--- src/rtl/sc_t0_pkg.sv ---
package sc_t0_pkg;

  localparam int CHAR_W = 8;
  localparam int SLOT_W = 4;

  // Slot numbers within one character period, one etu each
  localparam logic [SLOT_W-1:0] SLOT_START     = 4'd0;
  localparam logic [SLOT_W-1:0] SLOT_PARITY    = 4'd9;
  localparam logic [SLOT_W-1:0] SLOT_ERR       = 4'd10;
  localparam logic [SLOT_W-1:0] SLOT_NACK_END  = 4'd11;
  localparam logic [SLOT_W-1:0] SLOT_GUARD_END = 4'd12;

  typedef enum logic [1:0] {
    ST_IDLE = 2'd0,
    ST_TX   = 2'd1,
    ST_RX   = 2'd2
  } scStateT;

  // Strobes from control to datapath
  typedef struct packed {
    logic              loadTx;     // capture a new byte to send
    logic              frameStart; // a frame (first or resend) begins
    logic              txDrive;    // transmitter owns the line this cycle
    logic [SLOT_W-1:0] slot;       // current etu slot
    logic              capture;    // mid-etu sample of a received bit
    logic              rxFinish;   // received frame complete, judge parity
    logic              nackWin;    // reject window of the receiver
    logic              errSample;  // transmitter samples for a reject
    logic              txFinish;   // character accepted
  } scStrobeT;

endpackage

--- src/rtl/sc_t0_ctrl.sv ---
module sc_t0_ctrl
  import sc_t0_pkg::*;
#(
  parameter int DIV_W   = 12,
  parameter int RETRY_W = 3
) (
  input  logic               clk,
  input  logic               rstN,
  input  logic [DIV_W-1:0]   etuDiv,
  input  logic [RETRY_W-1:0] retryMax,
  input  logic               modeTx,
  input  logic               txStart,
  input  logic               lineLow,
  input  logic               errFrame,
  output scStrobeT           strb,
  output logic               busy
);

  scStateT            state;
  logic [DIV_W-1:0]   etuCnt;
  logic [SLOT_W-1:0]  slot;
  logic [RETRY_W-1:0] retryCnt;

  logic [DIV_W-1:0] halfEtu;
  logic             etuEnd, etuMid, retryGo, txReq, rxReq;

  assign halfEtu = etuDiv >> 1;
  assign etuEnd  = (etuCnt == etuDiv - DIV_W'(1));
  assign etuMid  = (etuCnt == halfEtu);
  assign retryGo = errFrame && (retryCnt < retryMax);
  assign txReq   = modeTx && txStart;
  assign rxReq   = !modeTx && lineLow;
  assign busy    = (state != ST_IDLE);

  always_comb begin
    strb      = '0;
    strb.slot = slot;
    unique case (state)
      ST_IDLE: begin
        strb.loadTx     = txReq;
        strb.frameStart = txReq || rxReq;
      end
      ST_TX: begin
        strb.txDrive   = (slot <= SLOT_PARITY);
        strb.errSample = etuEnd && (slot == SLOT_ERR);
        if (etuEnd && (slot == SLOT_GUARD_END)) begin
          strb.frameStart = retryGo;
          strb.txFinish   = !errFrame;
        end
      end
      ST_RX: begin
        strb.capture  = etuMid && (slot != SLOT_START) && (slot <= SLOT_PARITY);
        strb.rxFinish = etuEnd && (slot == SLOT_PARITY);
        strb.nackWin  = ((slot == SLOT_ERR) && (etuCnt >= halfEtu)) ||
                        ((slot == SLOT_NACK_END) && (etuCnt < halfEtu));
      end
      default: ;
    endcase
  end

  always_ff @(posedge clk or negedge rstN) begin
    if (!rstN) begin
      state    <= ST_IDLE;
      etuCnt   <= '0;
      slot     <= '0;
      retryCnt <= '0;
    end else begin
      unique case (state)
        ST_IDLE: begin
          etuCnt   <= '0;
          slot     <= '0;
          retryCnt <= '0;
          if (txReq)      state <= ST_TX;
          else if (rxReq) state <= ST_RX;
        end
        ST_TX: begin
          if (etuEnd) begin
            etuCnt <= '0;
            if (slot == SLOT_GUARD_END) begin
              slot <= '0;
              if (retryGo) retryCnt <= retryCnt + RETRY_W'(1);
              else         state    <= ST_IDLE;
            end else begin
              slot <= slot + SLOT_W'(1);
            end
          end else begin
            etuCnt <= etuCnt + DIV_W'(1);
          end
        end
        ST_RX: begin
          if ((slot == SLOT_START) && etuMid && !lineLow) begin
            state <= ST_IDLE;
          end else if (etuEnd) begin
            etuCnt <= '0;
            if (slot == SLOT_NACK_END) state <= ST_IDLE;
            else                       slot  <= slot + SLOT_W'(1);
          end else begin
            etuCnt <= etuCnt + DIV_W'(1);
          end
        end
        default: state <= ST_IDLE;
      endcase
    end
  end

endmodule

--- src/rtl/sc_t0_datapath.sv ---
module sc_t0_datapath
  import sc_t0_pkg::*;
(
  input  logic              clk,
  input  logic              rstN,
  input  scStrobeT          strb,
  input  logic [CHAR_W-1:0] txData,
  input  logic              ioIn,
  input  logic              rxFullClr,
  input  logic              parErrClr,
  input  logic              errSigClr,
  input  logic              txEndClr,
  input  logic              errIrqEn,
  input  logic              endIrqEn,
  output logic              lineLow,
  output logic              errFrame,
  output logic [CHAR_W-1:0] rxData,
  output logic              rxFull,
  output logic              parErr,
  output logic              errSig,
  output logic              txEnd,
  output logic              errIrq,
  output logic              endIrq,
  output logic              ioDriveLow
);

  localparam int SEL_W = $clog2(CHAR_W);

  logic [1:0]        syncQ;
  logic [CHAR_W-1:0] txByte, rxShift;
  logic              rxPar, nackPend, txBit, rxBad;
  logic [SEL_W-1:0]  bitSel;

  assign lineLow = syncQ[1];
  assign bitSel  = SEL_W'(strb.slot - SLOT_W'(1));
  assign rxBad   = ^{rxShift, rxPar};

  always_comb begin
    if (strb.slot == SLOT_START)       txBit = 1'b0;
    else if (strb.slot == SLOT_PARITY) txBit = ^txByte;
    else                               txBit = txByte[bitSel];
  end

  // Open drain: only ever pull low or release
  assign ioDriveLow = (strb.txDrive && !txBit) || (strb.nackWin && nackPend);
  assign errIrq     = errSig && errIrqEn;
  assign endIrq     = txEnd && endIrqEn;

  always_ff @(posedge clk or negedge rstN) begin
    if (!rstN) begin
      syncQ    <= '0;
      txByte   <= '0;
      rxShift  <= '0;
      rxPar    <= 1'b0;
      rxData   <= '0;
      nackPend <= 1'b0;
      errFrame <= 1'b0;
      rxFull   <= 1'b0;
      parErr   <= 1'b0;
      errSig   <= 1'b0;
      txEnd    <= 1'b0;
    end else begin
      syncQ <= {syncQ[0], !ioIn};

      if (strb.loadTx) txByte <= txData;

      if (strb.capture) begin
        if (strb.slot == SLOT_PARITY) rxPar   <= !lineLow;
        else                          rxShift <= {!lineLow, rxShift[CHAR_W-1:1]};
      end

      if (strb.frameStart)     nackPend <= 1'b0;
      else if (strb.rxFinish)  nackPend <= rxBad;

      if (strb.frameStart)     errFrame <= 1'b0;
      else if (strb.errSample) errFrame <= lineLow;

      if (strb.rxFinish && !rxBad) rxData <= rxShift;

      if (strb.rxFinish && !rxBad) rxFull <= 1'b1;
      else if (rxFullClr)          rxFull <= 1'b0;

      if (strb.rxFinish && rxBad)  parErr <= 1'b1;
      else if (parErrClr)          parErr <= 1'b0;

      if (strb.errSample && lineLow) errSig <= 1'b1;
      else if (errSigClr)            errSig <= 1'b0;

      if (strb.txFinish)   txEnd <= 1'b1;
      else if (txEndClr)   txEnd <= 1'b0;
    end
  end

endmodule

--- src/rtl/sc_t0_xcvr.sv ---
module sc_t0_xcvr
  import sc_t0_pkg::*;
#(
  parameter int DIV_W   = 12,
  parameter int RETRY_W = 3
) (
  input  logic               clk,
  input  logic               rstN,
  input  logic [DIV_W-1:0]   etuDiv,
  input  logic [RETRY_W-1:0] retryMax,
  input  logic               modeTx,
  input  logic [7:0]         txData,
  input  logic               txStart,
  output logic [7:0]         rxData,
  output logic               rxFull,
  input  logic               rxFullClr,
  output logic               parErr,
  input  logic               parErrClr,
  output logic               errSig,
  input  logic               errSigClr,
  output logic               txEnd,
  input  logic               txEndClr,
  input  logic               errIrqEn,
  input  logic               endIrqEn,
  output logic               errIrq,
  output logic               endIrq,
  output logic               busy,
  input  logic               ioIn,
  output logic               ioDriveLow
);

  scStrobeT strb;
  logic     lineLow, errFrame;

  sc_t0_ctrl #(.DIV_W(DIV_W), .RETRY_W(RETRY_W)) u_ctrl (
    .clk(clk), .rstN(rstN), .etuDiv(etuDiv), .retryMax(retryMax),
    .modeTx(modeTx), .txStart(txStart), .lineLow(lineLow),
    .errFrame(errFrame), .strb(strb), .busy(busy)
  );

  sc_t0_datapath u_dp (
    .clk(clk), .rstN(rstN), .strb(strb), .txData(txData), .ioIn(ioIn),
    .rxFullClr(rxFullClr), .parErrClr(parErrClr), .errSigClr(errSigClr),
    .txEndClr(txEndClr), .errIrqEn(errIrqEn), .endIrqEn(endIrqEn),
    .lineLow(lineLow), .errFrame(errFrame), .rxData(rxData),
    .rxFull(rxFull), .parErr(parErr), .errSig(errSig), .txEnd(txEnd),
    .errIrq(errIrq), .endIrq(endIrq), .ioDriveLow(ioDriveLow)
  );

endmodule

--- config.mk ---
export PLATFORM = sky130hd
export DESIGN_NAME = sc_t0_xcvr
export DESIGN_NICKNAME = d
export VERILOG_FILES = /design/src/rtl/sc_t0_pkg.sv /design/src/rtl/sc_t0_ctrl.sv /design/src/rtl/sc_t0_datapath.sv /design/src/rtl/sc_t0_xcvr.sv
export SDC_FILE = /design/constraint.sdc
export NUM_CORES = 1
export LEC_CHECK = 0
export BUFFER_PORTS_ARGS = -buffer_cell sky130_fd_sc_hd__buf_4
export CAP_MARGIN = 20
export CORE_ASPECT_RATIO = 1.25
export CORE_MARGIN = 3
export CORE_UTILIZATION = 58
export DETAILED_ROUTE_END_ITERATION = 6
export PLACE_DENSITY = 0.86
export SLEW_MARGIN = 10
export SYNTH_ARGS = -nofsm -noshare
export SYNTH_HDL_FRONTEND = slang
export SYNTH_SLANG_ARGS = --single-unit
--- constraint.sdc ---
create_clock -name clk -period 2.93 [get_ports clk]
set_input_delay 0.586 -clock clk [delete_from_list [all_inputs] [get_ports clk]]
set_output_delay 0.586 -clock clk [all_outputs]
set_load 0.005 [all_outputs]
==> summary.txt, run 1 <==
Finish
  • Storage cell area: 1350 sq um
  • # fillers: roughly 380
  • Nets@finish: 527
  • Synth-to-layout area growth: 27.5%
  • Design area: 4610 sq um
  • Ant. Diodes: 0
  • Multi-input gate area: 2190 sq um
  • Layout cells sized above 1: approximately a third

Pwr
  • Leak: ~2.2 nW
  • Peak supply drop: approximately 0.53 mV
  • Pwr dens: around 500 nW/um^2
  • Final Power: approximately 0.0024 W

Setup path
  • CP bufs+invs: 2
  • Max stage delay cell, worst path: dfrtp_1
  • Slowest cell delay on critical path: 0.43 ns
  • CP Capture Type: output pin
  • CP top delay family: compound AO/OA/AOI/OAI gates
  • Critical path, cell by cell: ha_4, nor2b_1, o21a_1, o21a_1, o21bai_1, a21oi_1, a2111oi_2, buf_4, a21oi_2, a31oi_1, o21ai_1, buf_4
  • Setup slack, reg-to-reg: approximately 0.11 ns
  • WP data arrival: approximately 2.5 ns
  • Setup CP Type: flop to output pin
  • Maximum fanout along the worst path: 2
  • Startpoint Class: flop
  • CP required: around 2.3 ns

Global route
  • Number of global-route vias before repair: 3407
  • Initial antenna violation count: 0
  • GRT Residual Overflow: 0
  • First-pass GRT wire length: about 15000 um
  • Global Route Usage Sum: about a quarter
  • Pin count of the biggest net entering global routing: 55

STA
  • Final period util: 105%
  • Tightest Pin Transition: between 0.6 and 0.7 ns
  • Peak Freq: around 330 MHz
  • Setup WS post-layout: -0.141 ns
  • Final Hold Violating Endpoints: 0
  • Minimum clock period: approximately 3.1 ns
  • Unrepaired setup endpoints after global routing: true
  • Max-slew headroom: ~56%
  • Max Transition Viols Final: 0
  • Worst clock skew: around 0.016 ns
  • Final setup fails: 1

Detailed routing
  • Drt pass-1 iters: 4
  • Antenna-violating nets left: 0
  • Drt drc: 0
  • Number of DRC markers in iteration 0: about 140
  • Via count: around 3200
  • Average wire per standard cell: roughly 16 um
  • Total wire length: around 8700 um
  • Vias per cell: approximately 5.7

Floorplan
  • Die Height: approximately 94 um
  • Die area: a little over 7000 sq um
  • Core area: between 5000 and 6000 sq um
  • Die width: between 70 and 80 um
  • Io pins: 50
  • Site Rows: 31
  • Initial Utilization: between 60% and 70%

Clock tree
  • CTS sink cnt: 54
  • Hold buffer count at CTS: 0
  • Longest Clk Path Bufs: 2
  • CTS tree: yes
  • CTS buffer count: 5
  • CTS HTree Levels: 2
  • Root buffer cell: clkbuf_8
  • Clock transition at the registers of the reported paths: around 0.11 ns
  • Post-CTS Setup Inserts: 0
  • Skew-Pair Late Insertion Delay: roughly 0.33 ns

Synthesis
  • Top FF cell, synth: dfrtp_1
  • Most numerous cell in the Yosys netlist: dfrtp_1
  • Seq cells post-synth: 54
  • Leading area contributor after synthesis: dfrtp_1
  • Cell area after synthesis: 3610 sq um
  • Top cell type's share of synthesized area: between 30% and 40%
  • Avg Inst Size Synth: 9.74 sq um
  • Synth unique cells: 57
  • Post-synth ARST share: 100%
  • Post-synthesis sequential area ratio: a little under two fifths
  • Area contributors post-synth: dfrtp_1 37%, ha_1 8.0%, xnor2_1 4.8%
  • Count of flip-flops with a built-in enable after synthesis: 0
  • Syn. warnings: 0
  • Mapped Cells: approximately 370
  • Most common library cells after synthesis: 54 x dfrtp_1, 31 x inv_1, 31 x nand2_1
  • Syn Nets: 428

Min path
  • Worst hold-check path type: input pin to asynchronous set/reset pin

Run
  • Max-cap viol count: 0

Placed design
  • RePlAce Congestion: ~0.86
  • Dpl hpwl: 6570 um
  • Port Buffers: around 50
  • Area after DPL: between 4000 and 5000 sq um

Outcome
  • Failing checks: negative setup slack
  • Outcome: complete, but fails checks
[cell families (layout without fill, tap and decap cells)]
family          after synthesis  in the layout  share of synthesized area (%)
flops                        54             54                           37.4
xor+xnor                     34             34                           8.24
simple gates                124            124                           19.5
buf+inv                      40            140                           4.61
fa+ha+maj                    23             23                           7.97
compound gates               68             68                           12.4
mux                          28             28                           9.91
[through the flow]
stage	utilization [%]	worst slack (ns)	TNS [ns]	instances	hold slack, ns
after global routing	78.1	-0.265	-0.836	553	0.327
after CTS	76.8	-0.203	-0.203	553	0.310
after global placement	75.0	-0.270	-1.54	545	0.333
after detailed placement	75.0	-0.290	-4.07	545	0.336
final	78.1	-0.141	-0.141	553	0.288
after floorplan	-	0.101	0	371	0.290
[cell usage in the layout (no fill, tap or decap), types with 3 or more instances in the layout]
cell	netlist	layout
o22ai_1	3	3
buf_4	0	101
a21oi_1	8	7
nor2b_1	3	3
nor4_2	2	3
and3_1	4	4
xnor2_1	20	20
a211oi_1	4	3
ha_1	23	21
nor2_1	17	17
o21ai_0	22	21
nand3_1	16	16
nor4_1	4	3
nand4_1	11	11
mux2i_1	5	5
xor2_1	14	14
nand2b_1	8	8
nand2_1	31	31
dfrtp_1	54	54
or3_1	6	5
o31ai_1	3	3
clkbuf_8	0	5
and2_1	5	4
o21a_1	4	4
inv_1	31	30
a21o_1	5	5
mux2_4	7	7
mux2_2	14	14
[cell type report]
| type | instances | share of cell area (%) |
|---|---|---|
| inverter | 31 | 2.53 |
| clock buffer | 5 | 1.49 |
| sequential | 54 | 29.3 |
| timing repair buffer | 101 | 16.5 |
| multi-input combinational | 277 | 47.5 |
| clock inverter | 3 | 0.462 |
| tap | 82 | 2.23 |
[sequential cells by signal (all words and copies together) (netlist names)]
signal and count:
u_ctrl.etuCnt 12, u_dp.rxData 8, u_dp.rxShift 8, u_dp.txByte 8, u_ctrl.slot 4, u_ctrl.retryCnt 3
u_ctrl.state 2, u_dp.syncQ 2, u_dp.errFrame 1, u_dp.errSig 1, u_dp.nackPend 1, u_dp.parErr 1
u_dp.rxFull 1, u_dp.rxPar 1, u_dp.txEnd 1
[power by group]
part / leakage, nW / internal (W) / switching [W] / total (W)
Clock: 0.0441 / 0.000169 / 0.000261 / 0.000430
Sequential: 0.728 / 0.000832 / 0.0000798 / 0.000912
Combinational: 1.44 / 0.000503 / 0.000527 / 0.00103
[layer usage]
layer | share of wire, % | global-route usage [%]
met2 | 54 | 48.1
met3 | 3.6 | 4.51
met4 | 3.2 | 12.5
met1 | 39 | 27.1
met5 | 0 | 0
[path summary, 6_finish.rpt]
| path | end | from | depth (start not counted) |
|---|---|---|---|
| worst max register to register | u_ctrl.etuCnt[10]$_DFFE_PN0N_ | u_ctrl.etuCnt[10]$_DFFE_PN0N_ | 11 |
| worst min-delay path | u_dp.rxData[1]$_DFFE_PN0P_ | rstN | 1 |
| worst max-delay path | ioDriveLow | u_ctrl.etuCnt[1]$_DFFE_PN0N_ | 12 |
| min in group clk | u_dp.syncQ[1]$_DFF_PN0_ | u_dp.syncQ[0]$_DFF_PN0_ | 0 |
| max in group asynchronous | u_dp.txByte[0]$_DFFE_PN0P_ | rstN | 1 |
| worst min register to register | u_dp.syncQ[1]$_DFF_PN0_ | u_dp.syncQ[0]$_DFF_PN0_ | 0 |
[what timing repair did]
| item | 4_1_cts | 5_1_grt |
|---|---|---|
| pin swaps | 0 | 3 |
| endpoints found under the setup margin | 1 | 25 |
| resized for setup | 5 | 13 |
Note: power is estimated with default switching activity, not from simulation.
==> run 2: changes to the inputs <==
Settings changed: BUFFER_PORTS_ARGS -buffer_cell sky130_fd_sc_hd__buf_4 to unset, CORE_UTILIZATION 58 to 60, DONT_BUFFER_PORTS set to 1, GPL_ROUTABILITY_DRIVEN set to 0, PLACE_DENSITY 0.86 to 0.82.
==> summary.txt, run 2 (same netlist as run 1, synthesis figures left out) <==
STA
  • Peak Freq: 321 MHz (-1.3%)
  • Final period util: 106% (+1.3 points)
  • Minimum clock period: 3.11 ns (+0.0395 ns)
  • Setup WS post-layout: -0.181 ns (-0.0395 ns)
  • Unrepaired setup endpoints after global routing: true
  • Worst clock skew: 0.00507 ns (-0.0105 ns)
  • Tightest Pin Transition: 0.473 ns (-0.186 ns)
  • Final Hold Violating Endpoints: 0 (unchanged)
  • Final setup fails: 1 (unchanged)
  • Max Transition Viols Final: 0 (unchanged)
  • Max-slew headroom: 68.4% (+12 points)

Setup path
  • WP data arrival: 2.52 ns (+0.03 ns)
  • Max stage delay cell, worst path: dfrtp_1
  • Maximum fanout along the worst path: 2 (unchanged)
  • Critical path, cell by cell: ha_1, nor2b_1, o21a_1, o21a_1, o21bai_1, a21oi_1, a2111oi_2, buf_4, a31oi_1, o21ai_1, buf_4
  • Slowest cell delay on critical path: 0.40 ns (-0.03 ns)
  • CP Capture Type: output pin
  • Startpoint Class: flop
  • CP required: 2.34 ns (about the same)
  • Setup CP Type: flop to output pin

Floorplan
  • Site Rows: 30 (-3.2%)
  • Die Height: 92.8 um (-1.6%)
  • Initial Utilization: 64.2% (+2.9 points)
  • Die width: 75.4 um (-1.5%)
  • Io pins: 50 (unchanged)
  • Core area: 5630 sq um (-4.5%)
  • Die area: 6990 sq um (-3.1%)

Outcome
  • Outcome: complete, but fails checks
  • Failing checks: negative setup slack

Detailed routing
  • Number of DRC markers in iteration 0: 56 (-61%)
  • Drt pass-1 iters: 4 (unchanged)
  • Drt drc: 0 (unchanged)
  • Antenna-violating nets left: 0 (unchanged)
  • Average wire per standard cell: 16.7 um (+6.4%)
  • Total wire length: 7800 um (-10%)
  • Vias per cell: 6.15 (+7.1%)
  • Via count: 2864 (-9.7%)

Finish
  • Final core area utilization: 71.6% (-6.6 points)
  • Ant. Diodes: 0 (unchanged)
  • Storage cell area: 1350 sq um (unchanged)
  • # fillers: 437 (+14%)
  • Nets@finish: 458 (-13%)
  • Register with the most flip-flops: u_ctrl.etuCnt
  • Most frequent cells in the layout: 54 x dfrtp_1, 31 x inv_1, 31 x nand2_1, 31 x buf_4, 23 x ha_1
  • Synth-to-layout area growth: 11.6%
  • Max reg flops: 12 (unchanged)
  • Layout cells sized above 1: 18.9% (-14 points)
  • Multi-input gate area: 2100 sq um (-3.8%)
  • Commonest non-fill, non-tap cell in the layout: dfrtp_1

Clock tree
  • Post-CTS Setup Inserts: 0 (unchanged)
  • Skew-Pair Late Insertion Delay: 0.31 ns (-0.02 ns)
  • Root buffer cell: clkbuf_8
  • CTS buffer count: 5 (unchanged)
  • Clock transition at the registers of the reported paths: 0.10 ns (about the same)
  • CTS HTree Levels: 2 (unchanged)
  • CTS sink cnt: 54 (unchanged)
  • CTS tree: yes
  • Longest Clk Path Bufs: 2 (unchanged)

Global route
  • Pin count of the biggest net entering global routing: 55 (unchanged)
  • GRT Residual Overflow: 0 (unchanged)
  • Global Route Usage Sum: 22.8% (-2.6 points)
  • Number of global-route vias before repair: 2941 (-14%)
  • Initial antenna violation count: 0 (unchanged)
  • First-pass GRT wire length: 12400 um (-17%)

Placed design
  • Pre-CTS setup slack: -0.256 ns (+0.0345 ns)
  • Dpl hpwl: 6040 um (-8.1%)
  • Port Buffers: 0 (-100%)

Run
  • Max-cap viol count: 0 (unchanged)

Pwr
  • Peak supply drop: 0.573 mV (+8.6%)
  • Leak: 1.88 nW (-15%)
  • Pwr dens: 584 nW/um^2 (+13%)

Min path
  • Worst hold-check path type: input pin to asynchronous set/reset pin
run 2: cell count changes in the layout (fill, tap and decap cells not counted), sizes merged:
cell and delta:
clkinv -2, buf -69, bufinv +1, inv +1
run 2: area by class of cell:
class                           count  area share [%]
Sequential cell                    54            33.5
Tap cell                           64            1.99
Multi-Input combinational cell    277            52.2
Timing Repair Buffer               32            6.46
Clock buffer                        5            1.71
Clock inverter                      3            1.21
Inverter                           31            2.89
run 2: layer usage:
layer	global-route usage, %	vias to the layer above	wire [um]
met2	41.6	64	4230
met3	4.45	18	339
met1	24.6	1401	3040
li1	-	1381	-
met4	9.77	0	195
met5	0	-	0
run 2: worst max-delay path: cells and delay by family, from the launching register on:
family / cells / cell delay (ns)
AO/OA/AOI/OAI: 7 / 1.06
adder cells (fa/ha/maj): 1 / 0.29
buffers and inverters: 2 / 0.33
flip-flops: 1 / 0.40
AND/OR/NAND/NOR: 1 / 0.13
run 2: final timing paths:
kind	start	to	slack (ns)	depth (start not counted)
max reg2reg	u_ctrl.etuCnt[10]$_DFFE_PN0N_	u_ctrl.etuCnt[10]$_DFFE_PN0N_	0.06	11
min reg2reg	u_dp.syncQ[0]$_DFF_PN0_	u_dp.syncQ[1]$_DFF_PN0_	0.37	0
max in group asynchronous	rstN	u_ctrl.slot[1]$_DFFE_PN0P_	2.59	1
min in group clk	ioIn	u_dp.syncQ[0]$_DFF_PN0_	0.32	1
min	rstN	u_dp.rxShift[2]$_DFFE_PN0P_	0.12	1
max	u_ctrl.etuCnt[1]$_DFFE_PN0N_	ioDriveLow	-0.18	11
run 2: repair_timing:
| item | 4_1_cts | 5_1_grt |
|---|---|---|
| hold buffers | 1 | 0 |
| resized for setup | 4 | 0 |
| endpoints found under the hold margin | 54 | 0 |
| endpoints found under the setup margin | 1 | 12 |
run 2: metrics by stage:
step	cell area, sq um	hold WS, ns	total power (W)	cells	TNS (ns)
2_1_floorplan	3610	0.290	0.00160	371	0
3_3_place_gp	3870	0.292	0.00178	457	-0.446
3_5_place_dp	3870	0.292	0.00182	457	-1.45
4_1_cts	4030	0.121	0.00237	466	-0.181
5_1_grt	4030	0.118	0.00250	466	-1.34
6_report	4030	0.119	0.00235	466	-0.181
run 2: power breakdown:
group	internal [W]	total (W)	switching, W	leakage, nW
registers	0.000832	0.000911	0.0000789	0.728
clock network	0.000260	0.000517	0.000257	0.0563
logic	0.000442	0.000926	0.000484	1.09
total	0.00153	0.00235	0.000820	1.88
